--- config.mk ---
export PLATFORM = sky130hd
export DESIGN_NAME = bpsk_sine_mod
export DESIGN_NICKNAME = d
export VERILOG_FILES = /design/src/rtl/bpsk_pkg.sv /design/src/rtl/bpsk_prescaler.sv /design/src/rtl/bpsk_phase_ctrl.sv /design/src/rtl/bpsk_sample_gen.sv /design/src/rtl/bpsk_sine_mod.sv
export SDC_FILE = /design/constraint.sdc
export NUM_CORES = 1
export LEC_CHECK = 0
export ABC_AREA = 0
export BUFFER_PORTS_ARGS = -buffer_cell sky130_fd_sc_hd__buf_4
export CELL_PAD_IN_SITES_DETAIL_PLACEMENT = 1
export CELL_PAD_IN_SITES_GLOBAL_PLACEMENT = 2
export CORE_AREA = 2 2 84 86
export DETAILED_ROUTE_END_ITERATION = 10
export DIE_AREA = 0 0 86 88
export GPL_ROUTABILITY_DRIVEN = 0
export GPL_TIMING_DRIVEN = 0
export PLACE_DENSITY_LB_ADDON = 0.1
export SYNTH_ARGS = -nofsm -noshare
export SYNTH_HDL_FRONTEND = slang
export SYNTH_SLANG_ARGS = --single-unit
--- constraint.sdc ---
create_clock -name clk -period 3 [get_ports clk]
set_input_delay 0.45 -clock clk [delete_from_list [all_inputs] [get_ports clk]]
set_output_delay 0.45 -clock clk [all_outputs]
set_load 0.01 [all_outputs]
--- src/rtl/bpsk_pkg.sv ---
package bpsk_pkg;

    typedef enum logic {
        PHASE_INV  = 1'b0,
        PHASE_KEEP = 1'b1
    } polarity_e;

    localparam real TWO_PI = 6.283185307179586;

    // Series sine, valid on [0, pi/2]; enough terms for far below one LSB.
    function automatic real series_sin(input real x);
        real term;
        real acc;
        term = x;
        acc  = x;
        for (int n = 1; n < 12; n++) begin
            term = -term * x * x / (real'(2 * n) * real'(2 * n + 1));
            acc  = acc + term;
        end
        return acc;
    endfunction

    // Fixed-point code of 2*sin(2*pi*idx/depth), truncated toward zero.
    function automatic int sine_code(input int idx, input int depth,
                                     input int width, input int frac);
        int  half;
        int  quarter;
        int  fold;
        int  code;
        int  limit;
        bit  negative;
        real mag;
        half     = depth / 2;
        quarter  = depth / 4;
        negative = (idx >= half);
        fold     = idx % half;
        if (fold > quarter) fold = half - fold;
        mag   = 2.0 * series_sin(TWO_PI * real'(fold) / real'(depth))
                * real'(1 << frac);
        code  = $rtoi(mag);
        limit = (1 << (width - 1)) - 1;
        if (code > limit) code = limit;
        return negative ? -code : code;
    endfunction

endpackage

--- src/rtl/bpsk_prescaler.sv ---
module bpsk_prescaler #(
    parameter int STEP_DIV = 64,
    parameter int SPI_DIV  = 2,
    parameter int DEPTH    = 32
) (
    input  logic clk,
    input  logic rst,
    output logic step_stb,
    output logic spi_ce
);
    localparam int PRE_N  = STEP_DIV * DEPTH;
    localparam int PRE_W  = $clog2(PRE_N);
    localparam int STEP_W = $clog2(STEP_DIV);
    localparam int SPI_W  = $clog2(SPI_DIV);

    logic [PRE_W-1:0] cnt_q;

    always_ff @(posedge clk) begin
        if (rst) begin
            cnt_q <= '0;
        end else if (cnt_q == PRE_W'(PRE_N - 1)) begin
            cnt_q <= '0;
        end else begin
            cnt_q <= cnt_q + 1'b1;
        end
    end

    assign step_stb = (cnt_q[STEP_W-1:0] == STEP_W'(STEP_DIV - 1));
    assign spi_ce   = (cnt_q[SPI_W-1:0]  == SPI_W'(SPI_DIV - 1));

endmodule

--- src/rtl/bpsk_phase_ctrl.sv ---
module bpsk_phase_ctrl
    import bpsk_pkg::*;
#(
    parameter int DEPTH = 32,
    parameter int PTR_W = 5
) (
    input  logic             clk,
    input  logic             rst,
    input  logic             step_stb,
    input  logic             serial_bit,
    output logic [PTR_W-1:0] ptr_q,
    output polarity_e        pol_q,
    output logic             data_clk
);
    localparam logic [PTR_W-1:0] LAST = PTR_W'(DEPTH - 1);
    localparam logic [PTR_W-1:0] HALF = PTR_W'(DEPTH / 2);

    logic wrap;
    assign wrap = step_stb && (ptr_q == LAST);

    always_ff @(posedge clk) begin
        if (rst) begin
            ptr_q <= LAST;
        end else if (step_stb) begin
            ptr_q <= wrap ? '0 : ptr_q + 1'b1;
        end
    end

    always_ff @(posedge clk) begin
        if (rst) begin
            pol_q <= PHASE_KEEP;
        end else if (wrap) begin
            pol_q <= polarity_e'(serial_bit);
        end
    end

    assign data_clk = (ptr_q < HALF);

endmodule

--- src/rtl/bpsk_sample_gen.sv ---
module bpsk_sample_gen
    import bpsk_pkg::*;
#(
    parameter int DEPTH      = 32,
    parameter int PTR_W      = 5,
    parameter int SAMPLE_W   = 12,
    parameter int FRAC_W     = 10,
    parameter int SIGNED_OUT = 0
) (
    input  logic                clk,
    input  logic                rst,
    input  logic [PTR_W-1:0]    ptr,
    input  polarity_e           pol,
    output logic [SAMPLE_W-1:0] sample_q
);
    localparam logic [SAMPLE_W-1:0] MID     = {1'b1, {(SAMPLE_W-1){1'b0}}};
    localparam logic [SAMPLE_W-1:0] RST_VAL = (SIGNED_OUT != 0) ? {SAMPLE_W{1'b0}} : MID;

    logic [SAMPLE_W-1:0] table_q [DEPTH];

    for (genvar g = 0; g < DEPTH; g++) begin : gen_table
        localparam int CODE = sine_code(g, DEPTH, SAMPLE_W, FRAC_W);
        assign table_q[g] = SAMPLE_W'(CODE);
    end

    logic [SAMPLE_W-1:0] entry;
    logic [SAMPLE_W-1:0] chosen;
    logic [SAMPLE_W-1:0] shaped;

    assign entry  = table_q[ptr];
    assign chosen = (pol == PHASE_KEEP) ? entry : (~entry + 1'b1);

    if (SIGNED_OUT != 0) begin : gen_raw
        assign shaped = chosen;
    end else begin : gen_offset
        assign shaped = chosen + MID;
    end

    always_ff @(posedge clk) begin
        if (rst) begin
            sample_q <= RST_VAL;
        end else begin
            sample_q <= shaped;
        end
    end

endmodule

--- src/rtl/bpsk_sine_mod.sv ---
module bpsk_sine_mod
    import bpsk_pkg::*;
#(
    parameter int DEPTH      = 32,
    parameter int SAMPLE_W   = 12,
    parameter int FRAC_W     = 10,
    parameter int STEP_DIV   = 64,
    parameter int SPI_DIV    = 2,
    parameter int SIGNED_OUT = 0
) (
    input  logic                clk,
    input  logic                rst,
    input  logic                serial_bit,
    output logic [SAMPLE_W-1:0] sample_out,
    output logic                data_clk,
    output logic                spi_ce,
    output logic                step_stb
);
    localparam int PTR_W = $clog2(DEPTH);

    logic [PTR_W-1:0] ptr_q;
    polarity_e        pol_q;
    logic             pol_bit;

    assign pol_bit = (pol_q == PHASE_KEEP);

    bpsk_prescaler #(
        .STEP_DIV (STEP_DIV),
        .SPI_DIV  (SPI_DIV),
        .DEPTH    (DEPTH)
    ) u_pre (
        .clk      (clk),
        .rst      (rst),
        .step_stb (step_stb),
        .spi_ce   (spi_ce)
    );

    bpsk_phase_ctrl #(
        .DEPTH (DEPTH),
        .PTR_W (PTR_W)
    ) u_phase (
        .clk        (clk),
        .rst        (rst),
        .step_stb   (step_stb),
        .serial_bit (serial_bit),
        .ptr_q      (ptr_q),
        .pol_q      (pol_q),
        .data_clk   (data_clk)
    );

    bpsk_sample_gen #(
        .DEPTH      (DEPTH),
        .PTR_W      (PTR_W),
        .SAMPLE_W   (SAMPLE_W),
        .FRAC_W     (FRAC_W),
        .SIGNED_OUT (SIGNED_OUT)
    ) u_samp (
        .clk      (clk),
        .rst      (rst),
        .ptr      (ptr_q),
        .pol      (pol_q),
        .sample_q (sample_out)
    );

endmodule

* Word-level counts from Yosys, hierarchy flattened
Memories as Yosys holds them, arrays and structs flattened. Cells that the tools add are included.
Operators by class: add/sub/neg operators 4, multiply operators 0, div/mod/pow operators 0, order comparisons 2, equal/unequal tests 3, shifts and indexed selects 0, multiplexer cells 4, bitwise gates (word level) 2, reduce and logical (&&, ||, !) cells 2
Operators by type and width (number):
- $mux 12 | 3
- $add 12x1->12 const B | 1
- $add 12x12->12 const B | 1
- $not 12->12 | 1
- $add 11x1->11 const B | 1
- $eq 11x11->1 const B | 1
- $eq 6x6->1 const B | 1
- $ge 6x6->1 const B | 1
- $not 5->6 | 1
- $add 5x1->5 const B | 1
- $eq 5x5->1 const B | 1
- $lt 5x5->1 const B | 1
- $mux 5 | 1
- $reduce_or 2->1 | 1
- $logic_and 1x1->1 | 1
Storage, ports and cells: flip-flop bits (word level) 29, bits in latches 0, memory bits (writable) 0, memory bits (read-only) 384, bits of input ports 3, output and inout bits 15, word-level logic and storage cells 22, memories kept 1
Memories:
- (name not given) | depth 32, width 12, rd ports 1, clocked after Yosys merged registers in 0, wr ports 0, line bpsk_sample_gen.sv:30 | assign entry = table_q[ptr];

* Longest topological paths before layout
Gate-level depths: netlist (run 1).
depth after elaboration 8, depth in mapped cells 13, gate-level depth less buffers 11

* Modules after synthesis
A second synthesis (run 1) with hierarchy kept.
Second synthesis, totals: cell total of the unflattened synthesis 262, area, all modules 2229.6 um^2
By module, submodules not included:
- bpsk_sample_gen | instances 1, cells an instance 185, area each 1481.4 um^2, seq. area each 240.2 um^2
- bpsk_prescaler | instances 1, cells an instance 52, area each 485.5 um^2, seq. area each 220.2 um^2
- bpsk_phase_ctrl | instances 1, cells an instance 25, area each 262.8 um^2, seq. area each 120.1 um^2

* Worst setup path before layout (run 1)
Ideal clock, no wire load.
path type reg2reg, start point reg u_phase.ptr_q[1], end point reg u_samp.sample_q[8], data arrival time 3.152 ns, slack -0.273 ns, cell stages (with the launch flop) 13, buffers on the path 1, cells stage by stage dfxtp_1 > clkbuf_1 > inv_1 > ha_1 > or2_2 > a32o_1 > nand2b_1 > inv_1 > ha_1 > o21ai_0 > nor4_1 > a21oi_1 > mux2_2
On the way: word-level cells in the longest chain between the ends 8
Ends and longest elaborated chain:
- from (decl) | line bpsk_phase_ctrl.sv:11 | output logic [PTR_W-1:0] ptr_q,
- from (signal assigned) | line bpsk_phase_ctrl.sv:25 | ptr_q <= wrap ? '0 : ptr_q + 1'b1;
- $not 5->6 (not written as such) (*) | line bpsk_sample_gen.sv:30
- $mem_v2 32x12 (*)
- $mux 12 (not written as such) (*) (2 in a row) | line bpsk_sample_gen.sv:30
- $not 12->12 | line bpsk_sample_gen.sv:31 | assign chosen = (pol == PHASE_KEEP) ? entry : (~entry + 1'b1);
- $add 12x1->12 | line bpsk_sample_gen.sv:31
- $mux 12 (*) | line bpsk_sample_gen.sv:31
- $add 12x12->12 (*) | line bpsk_sample_gen.sv:36 | assign shaped = chosen + MID;
- to (signal assigned) | line bpsk_sample_gen.sv:43 | sample_q <= shaped;
- to (decl) | line bpsk_sample_gen.sv:14 | output logic [SAMPLE_W-1:0] sample_q
Every way passes the cells marked *; elsewhere a longest branch is shown, timed or not. The select of a mux whose other input is x is not followed. A chain may end at the register's enable or synchronous reset.

* Worst setup path in the final report (run 1)
start point reg u_phase.ptr_q[0], end point reg u_samp.sample_q[7]
The elaborated chain is that of the path after synthesis.

==> results of run 1 <==
==> area by class of cell <==
class	instances	area [µm²]	share of cell area (%)
clock inverter	2	37.5	1.44
multi-input combinational	198	1450	55.4
tap	80	100	3.83
inverter	13	56.3	2.15
clock buffer	6	82.6	3.16
timing repair buffer	25	188	7.18
buffer	18	114	4.35
sequential	29	589	22.5
==> kinds of logic after synthesis <==
| group | share of synthesized area [%] |
|---|---|
| mux | 4.70 |
| xor+xnor | 5.06 |
| fa+ha+maj | 8.44 |
| simple gates | 26.0 |
| compound gates | 21.3 |
| flops | 28.0 |
| buf+inv | 6.57 |
==> worst max-delay path, stage by stage (launching register included) <==
cell     delay [ns]
dfxtp_4        0.37
ha_4           0.19
ha_1           0.18
or2_1          0.24
o21a_1         0.21
a211o_4        0.36
or4_1          0.46
buf_2          0.17
or4_1          0.46
a31oi_1        0.17
==> Yosys cell counts (3+ instances only) <==
cell / count
a21oi_1: 7
xor2_1: 8
nor2_1: 30
or4_1: 4
nor3_1: 4
nand2_1: 14
ha_1: 14
clkbuf_1: 7
nand3_1: 11
or3_1: 3
nor2b_1: 12
a221oi_1: 3
inv_1: 12
a211o_1: 8
buf_2: 7
and3_1: 3
nand2b_1: 8
mux2_2: 6
dfxtp_1: 29
xnor2_1: 4
mux2i_1: 3
o21ai_0: 12
==> metrics by stage <==
stage	setup slack, ns	cell area (µm²)	hold WS (ns)	std cells
3_3_place_gp	-0.596	2300	0.465	354
4_1_cts	0.000699	2510	0.411	366
6_report	0.103	2620	0.419	371
5_1_grt	0.00845	2620	0.416	371
2_1_floorplan	0.0378	2080	0.471	258
3_5_place_dp	-0.573	2300	0.472	354
==> layout by cell type (no fill, tap or decap), types with 3 or more instances in the layout <==
master | netlist | final
a21oi_1 | 7 | 7
clkinvlp_4 | 0 | 3
mux2_2 | 6 | 6
o21ai_0 | 12 | 9
nor2_1 | 30 | 30
buf_4 | 1 | 26
buf_2 | 7 | 6
dfxtp_1 | 29 | 26
clkbuf_8 | 0 | 6
inv_1 | 12 | 10
nand3_1 | 11 | 11
xor2_1 | 8 | 8
and3_1 | 3 | 3
nor2b_1 | 12 | 12
nand2b_1 | 8 | 7
mux2i_1 | 3 | 3
or3_1 | 3 | 3
xnor2_1 | 4 | 4
a211o_1 | 8 | 7
o21ai_1 | 0 | 3
nor3_1 | 4 | 4
clkbuf_1 | 7 | 5
or4_1 | 4 | 4
nand2_1 | 14 | 14
ha_1 | 14 | 10
==> path summary, 6_finish.rpt <==
path         cells after the start  slack (ns)              from                 end
max                              9        0.10  u_phase.ptr_q[0]  u_samp.sample_q[7]
min                              2        0.42        serial_bit       u_phase.pol_q
max reg2reg                      9        0.10  u_phase.ptr_q[0]  u_samp.sample_q[7]
min reg2reg                      1        0.48    u_pre.cnt_q[0]      u_pre.cnt_q[0]
==> timing repair <==
item,4_1_cts,5_1_grt
resized for setup,16,17
pin swaps,1,4
buffers inserted,4,5
endpoints found under the setup margin,9,6
endpoints found under the hold margin,0,0
==> where the power goes <==
| group | switching [mW] | leakage (nW) | internal, mW |
|---|---|---|---|
| Combinational | 0.0182 | 0.770 | 0.0160 |
| Sequential | 0.00448 | 0.236 | 0.392 |
| Clock | 0.167 | 0.0574 | 0.270 |
| Total | 0.189 | 1.06 | 0.678 |
==> registers in the layout, indices dropped and copies added (netlist names) <==
name             cells
u_phase.pol_q        1
u_phase.ptr_q        5
u_pre.cnt_q         11
u_samp.sample_q     12
==> per-layer routing <==
layer	up-vias	GRT usage (%)	part of all wire [%]	routed length, µm
li1	988	-	-	-
met1	977	22.7	47	2930
met2	19	29.0	50	3090
met3	4	3.02	2.3	141
met4	0	4.47	0.26	16
met5	-	0	0	0
==> run summary, run 1 <==
cts bufs inserted: 5
Cells after Synth: 258
Setup crit start kind: flop
final slew viol count: 0
CP Class: flop to flop
prevailing post-synth register cell: dfxtp_1
antenna cells: 0
initial antenna violation count: 0
DRC Markers: 0
post-synthesis sequential area ratio: 28.0%
VDD IR max: 0.000135 V
status: completed
cell taking the most area after synthesis: dfxtp_1
Critical Path Sink Type: flop
vias per std cell: 5.36
Hold-fix buffers, CTS: 0
post-route ant nets: 0
mapped cell area: 0.00208 mm²
asr flop ratio synth: 0%
worst relative slew slack: 57.9%
final setup vio count: 0
Period Utilization, post-route: 96.6%
Die Width: 86 µm
Final HPWL DP: 4560 µm
largest net degree at the start of global routing: 11
I/O Buffers: 16
number of global-route vias before repair: 1986
total chip power: 867 µW
DIE HEIGHT: 88 µm
DRT Wirelength: 6180 µm
Layout Nets: 307
htree depth: 2
Post-Syn Area per Cell: 8.05 µm²
Net Count, Synth: 275
share of cells above drive strength 1: 25.4%
Period minus WS final: 2.90 ns
Hold WC Path Type: input port to flop
Netlist cell types: 59
final hold vios: 0
drt wl/cell: 16.7 µm
GR Overflow Total: 0
Fmax: 0.345 GHz
row cnt: 30
area growth from synthesis to layout: 26.0%
Starting Density: 31.2%
area of the die: 0.00757 mm²
Pre-antenna DRT Iters: 4
first-pass GRT wire length: 10100 µm
# IOs: 18
YS warnings: 0
unrepaired setup endpoints after global routing: false
Worst-path clk slew: 0.07 ns
setup tns final: 0 ns
# fillers: 794
core box area: 0.00664 mm²
CP Data Required Time: 3.21 ns
Crit path arrival time: 3.11 ns
worst-case clock skew: 0.00425 ns
CTS root buffer: clkbuf_8
Util after Layout: 39.4%
clock buffer depth: 2
crit path max fanout: 6
register bit count reported by yosys: 29
1st-iter DRT viols: 81
Cell Pwr Density: 332 mW/mm²
EDFF count, synth: 0
total track usage: 17.2%
CTS tree: built
top post-synthesis cells by area: dfxtp_1, ha_1, nor2_1, nor2b_1, a211o_1
leak pwr: 1.06 nW
via count: 1988
Skew-Pair Late Insertion Delay: 0.28 ns
Synth top area share: 28.0%
Sink Count: 29
Worst Tran Pin Value: 0.632 ns
max cap viols: 0
(Power assumes the default switching activity.)
==> inputs of run 2 (changes only) <==
MAX_ROUTING_LAYER = met4   (was default)
==> run summary, run 2 (synthesis gave the netlist of run 1 again) <==
status: completed
Internal Pwr Total: 678 µW (unchanged)
via count: 1995 (+0.35%)
area of the multi-input gates: 0.00145 mm² (unchanged)
CP peak stage delay: 0.46 ns (about the same)
Sink Count: 29 (unchanged)
smallest hold slack: 0.418 ns (-0.00118 ns)
leak pwr: 1.06 nW (unchanged)
critical-path cell list: ha_4 -> ha_1 -> or2_1 -> o21a_1 -> a211o_4 -> or4_1 -> buf_2 -> or4_1 -> a31oi_1
Biggest register: u_samp.sample_q
max FFs per register: 12 (unchanged)
area growth from synthesis to layout: 26.0% (unchanged)
Post-Place Cells: 354 (unchanged)
area of the die: 0.00757 mm² (unchanged)
Final WS setup: 0.109 ns (+0.00513 ns)
CP Class: flop to flop
worst-case clock skew: 0.00550 ns (+0.00125 ns)
P_sw: 190 µW (about the same)
CTS tree: built
GR Overflow Total: 0 (unchanged)
1st-iter DRT viols: 83 (+2.5%)
worst slack, placed: -0.573 ns (unchanged)
DRT Wirelength: 6170 µm (-0.15%)
# fillers: 794 (unchanged)
Period Utilization, post-route: 96.4% (-0.17 points)
post-route ant nets: 0 (unchanged)
Fmax: 0.346 GHz (+0.18%)
Cell Pwr Density: 332 mW/mm² (about the same)
row cnt: 30 (unchanged)
Worst-path clk slew: 0.07 ns (about the same)
FF/Latch Area: 589 µm² (unchanged)
Sw Share: 21.9% (about the same)
share of cells above drive strength 1: 25.4% (unchanged)
CP Data Required Time: 3.21 ns (about the same)
cell mode on critical path: or4_1
CTS root buffer: clkbuf_8
Die Width: 86 µm (unchanged)
total chip power: 867 µW (about the same)
cts bufs inserted: 5 (unchanged)
Hold WC Path Type: input port to flop
CP max stage cell: or4_1
Comb pwr share: 3.9% (about the same)
final hold vios: 0 (unchanged)
commonest non-fill, non-tap cell in the layout: nor2_1
Clock power frac: 50.4% (about the same)
number of global-route vias before repair: 1986 (unchanged)
worst relative slew slack: 58.8% (+0.89 points)
Starting Density: 31.2% (unchanged)
Setup crit start kind: flop
Layout Nets: 307 (unchanged)
vias per std cell: 5.38 (+0.35%)
clock buffer depth: 2 (unchanged)
first-pass GRT wire length: 10200 µm (+0.20%)
drt wl/cell: 16.6 µm (-0.15%)
final setup vio count: 0 (unchanged)
core box area: 0.00664 mm² (unchanged)
Skew-Pair Late Insertion Delay: 0.28 ns (about the same)
I/O Buffers: 16 (unchanged)
crit path max fanout: 6 (unchanged)
most frequent cells in the layout: nor2_1, buf_4, dfxtp_1, nand2_1, nor2b_1
Final HPWL DP: 4560 µm (unchanged)
initial antenna violation count: 0 (unchanged)
VDD IR max: 0.000136 V (+0.31%)
htree depth: 2 (unchanged)
DRC Markers: 0 (unchanged)
Reg power frac: 45.7% (about the same)
Critical Path Sink Type: flop
Period minus WS final: 2.89 ns (-0.00513 ns)
largest net degree at the start of global routing: 11 (unchanged)
Util after Layout: 39.4% (unchanged)
Pre-antenna DRT Iters: 4 (unchanged)
final std cells w/o fill: 371 (unchanged)
final slew viol count: 0 (unchanged)
antenna cells: 0 (unchanged)
Worst Tran Pin Value: 0.613 ns (-0.0186 ns)
total track usage: 17.8% (+0.58 points)
Top Registers: u_samp.sample_q: 12 flops, u_pre.cnt_q: 11 flops, u_phase.ptr_q: 5 flops
Crit path arrival time: 3.10 ns (about the same)
max cap viols: 0 (unchanged)
unrepaired setup endpoints after global routing: false
DIE HEIGHT: 88 µm (unchanged)
# IOs: 18 (unchanged)
## run 2: cell counts in the layout (fill, tap and decap cells not counted)
No cell type changed its count.
## run 2: worst paths after layout
| kind | start | endpoint | slack, ns | depth (start not counted) |
|---|---|---|---|---|
| max | u_phase.ptr_q[0] | u_samp.sample_q[7] | 0.11 | 9 |
| min | serial_bit | u_phase.pol_q | 0.42 | 2 |
| max reg2reg | u_phase.ptr_q[0] | u_samp.sample_q[7] | 0.11 | 9 |
| min reg2reg | u_pre.cnt_q[0] | u_pre.cnt_q[0] | 0.48 | 1 |
## run 2: final cells by class
class / instances / area share (%)
sequential: 29 / 22.5
tap: 80 / 3.83
inverter: 13 / 2.15
timing repair buffer: 25 / 7.18
clock inverter: 2 / 1.44
clock buffer: 6 / 3.16
buffer: 18 / 4.35
multi-input combinational: 198 / 55.4
## run 2: what timing repair did
item | in CTS | in global routing
hold buffers | 0 | 0
resized for setup | 16 | 17
pin swaps | 1 | 4
buffers inserted | 4 | 5
endpoints found under the setup margin | 9 | 6
## run 2: worst max-delay path: cells and delay by family, from the launching register on
family	cells	cell delay (ns)
AOI/OAI and AO/OA	3	0.74
adders and majority gates	2	0.37
buffers and inverters	1	0.17
DFF	1	0.37
and+or+nand+nor	3	1.16
## run 2: power by group through the flow
stage	clock network [mW]	logic, mW	registers [mW]
floorplan	0	0.0163	0.409
global placement	0	0.0346	0.407
detailed placement	0	0.0351	0.407
CTS	0.447	0.0353	0.396
global route	0.464	0.0395	0.397
finish	0.437	0.0342	0.396
## run 2: routing by layer
layer / routed length [µm] / vias up / track usage, %
li1: - / 987 / -
met1: 2930 / 990 / 22.9
met2: 3120 / 14 / 29.0
met3: 111 / 4 / 2.83
met4: 16 / 0 / 4.47
met5: 0 / - / -
## run 2: per-stage QoR
stage	TNS, ns	instance area [µm²]
global route	0	2620
finish	0	2620
CTS	0	2510
floorplan	0	2080
detailed placement	-3.26	2300
global placement	-3.29	2300
==> inputs of run 3 (changes only) <==
CELL_PAD_IN_SITES_DETAIL_PLACEMENT = default   (was 1)
CELL_PAD_IN_SITES_GLOBAL_PLACEMENT = default   (was 2)
CORE_AREA = 2 2 65 67   (was 2 2 84 86)
DIE_AREA = 0 0 67 69   (was 0 0 86 88)
==> run summary, run 3 (synthesis gave the netlist of run 1 again) <==
Fmax: 0.345 GHz (-0.12%)
Critical Path Sink Type: flop
CTS tree: built
cts bufs inserted: 5 (unchanged)
post-route ant nets: 0 (unchanged)
initial antenna violation count: 0 (unchanged)
total track usage: 23.8% (+6.0 points)
Skew-Pair Late Insertion Delay: 0.27 ns (about the same)
CP Class: flop to flop
row cnt: 23 (-23%)
Die Width: 67 µm (-22%)
GR Overflow Total: 0 (unchanged)
Worst Tran Pin Value: 0.534 ns (-0.0796 ns)
1st-iter DRT viols: 149 (+80%)
I/O Buffers: 16 (unchanged)
crit path max fanout: 10 (+4)
Sink Count: 29 (unchanged)
# IOs: 18 (unchanged)
via count: 1960 (-1.8%)
final hold vios: 0 (unchanged)
status: completed
Top Registers: u_samp.sample_q: 12 flops, u_pre.cnt_q: 11 flops, u_phase.ptr_q: 5 flops
Hold-fix buffers, CTS: 0 (unchanged)
htree depth: 2 (unchanged)
final slew viol count: 0 (unchanged)
Period minus WS final: 2.89 ns (+0.00358 ns)
largest net degree at the start of global routing: 11 (unchanged)
Cell Pwr Density: 298 mW/mm² (-10%)
FF/Latch Area: 588 µm² (-0.21%)
commonest non-fill, non-tap cell in the layout: nor2_1
most frequent cells in the layout: nor2_1, dfxtp_1, buf_4, nand2_1, nor2b_1
Worst-path clk slew: 0.06 ns (about the same)
Biggest register: u_samp.sample_q
CP Data Required Time: 3.20 ns (about the same)
final setup vio count: 0 (unchanged)
unrepaired setup endpoints after global routing: false
VDD IR max: 0.000275 V (+100%)
drt wl/cell: 14.8 µm (-11%)
clock buffer depth: 2 (unchanged)
design area: 0.00247 mm² (-5.5%)
area of the multi-input gates: 0.00141 mm² (-2.7%)
antenna cells: 0 (unchanged)
final std cells w/o fill: 338 (-8.9%)
number of global-route vias before repair: 1855 (-6.6%)
Period Utilization, post-route: 96.5% (+0.12 points)
vias per std cell: 5.80 (+7.8%)
placed cell areas: 0.00227 mm² (-1.6%)
first-pass GRT wire length: 8450 µm (-17%)
Post-Place Cells: 324 (-8.5%)
worst relative slew slack: 64.1% (+5.4 points)
Final HPWL DP: 3630 µm (-20%)
area growth from synthesis to layout: 19.1%
Crit path arrival time: 3.10 ns (about the same)
max FFs per register: 12 (unchanged)
core box area: 0.00391 mm² (-41%)
DRT Wirelength: 5000 µm (-19%)
DIE HEIGHT: 69 µm (-22%)
CTS root buffer: clkbuf_8
Layout Nets: 304 (-0.98%)
leak pwr: 1.04 nW (-2.6%)
Pre-antenna DRT Iters: 4 (unchanged)
Starting Density: 53.0% (+22 points)
Setup crit start kind: flop
setup tns final: 0 ns (unchanged)
share of cells above drive strength 1: 22.6% (-2.9 points)
max cap viols: 0 (unchanged)
Hold WC Path Type: input port to flop
area of the die: 0.00462 mm² (-39%)
worst-case clock skew: 0.00469 ns (-0.000812 ns)
# fillers: 358 (-55%)
DRC Markers: 0 (unchanged)
run 3: final cells by class:
class / count / area share [%]
multi-input cells: 198 / 57.0
flip-flops and latches: 29 / 23.8
repair buffers: 22 / 6.68
plain buffers: 18 / 4.40
clock buffers: 5 / 2.78
well taps: 50 / 2.53
inverters: 13 / 2.13
clock inverters: 3 / 0.709
run 3: metrics by stage:
stage	utilization (%)	setup slack, ns	power (mW)	hold slack (ns)
final	63.2	0.105	0.737	0.411
after global routing	63.2	0.00694	0.764	0.411
after CTS	61.6	0.0111	0.746	0.410
after detailed placement	57.9	-0.459	0.441	0.472
after global placement	57.9	-0.447	0.440	0.468
after floorplan	-	0.0378	0.426	0.471
run 3: worst max-delay path: stages, from the launching register on:
cell and delay [ns]:
dfxtp_4 0.36, clkbuf_8 0.17, clkinvlp_4 0.12, buf_4 0.13, ha_4 0.15, nand2_1 0.07, and4_1 0.19, a211o_1 0.35
or4_1 0.48, buf_2 0.17, or4_1 0.47, a31oi_1 0.18
run 3: timing repair:
item	4_1_cts	5_1_grt
gates resized for setup	10	11
setup buffers	3	3
endpoints found under the setup margin	9	5
pin swaps	1	3
run 3: layer usage:
metal  wire, µm  track usage (%)  up-vias  share of wire, %
met1       2270             29.4      919                45
met3        239             4.24        5               4.8
met4         36             5.67        0              0.72
met2       2450             39.7       60                49
li1           -                -      976                 -
met5          0                -        -                 0
run 3: worst paths after layout:
check | startpoint | cells after the start | slack, ns | end
max | u_phase.ptr_q[1] | 11 | 0.11 | u_samp.sample_q[7]
max reg2reg | u_phase.ptr_q[1] | 11 | 0.11 | u_samp.sample_q[7]
min reg2reg | u_pre.cnt_q[0] | 1 | 0.48 | u_pre.cnt_q[0]
min | serial_bit | 2 | 0.41 | u_phase.pol_q
run 3: report_power, final:
group          switching (mW)  internal, mW
Combinational          0.0176        0.0159
Clock                   0.147         0.160
Sequential            0.00478         0.392
Total                   0.169         0.567
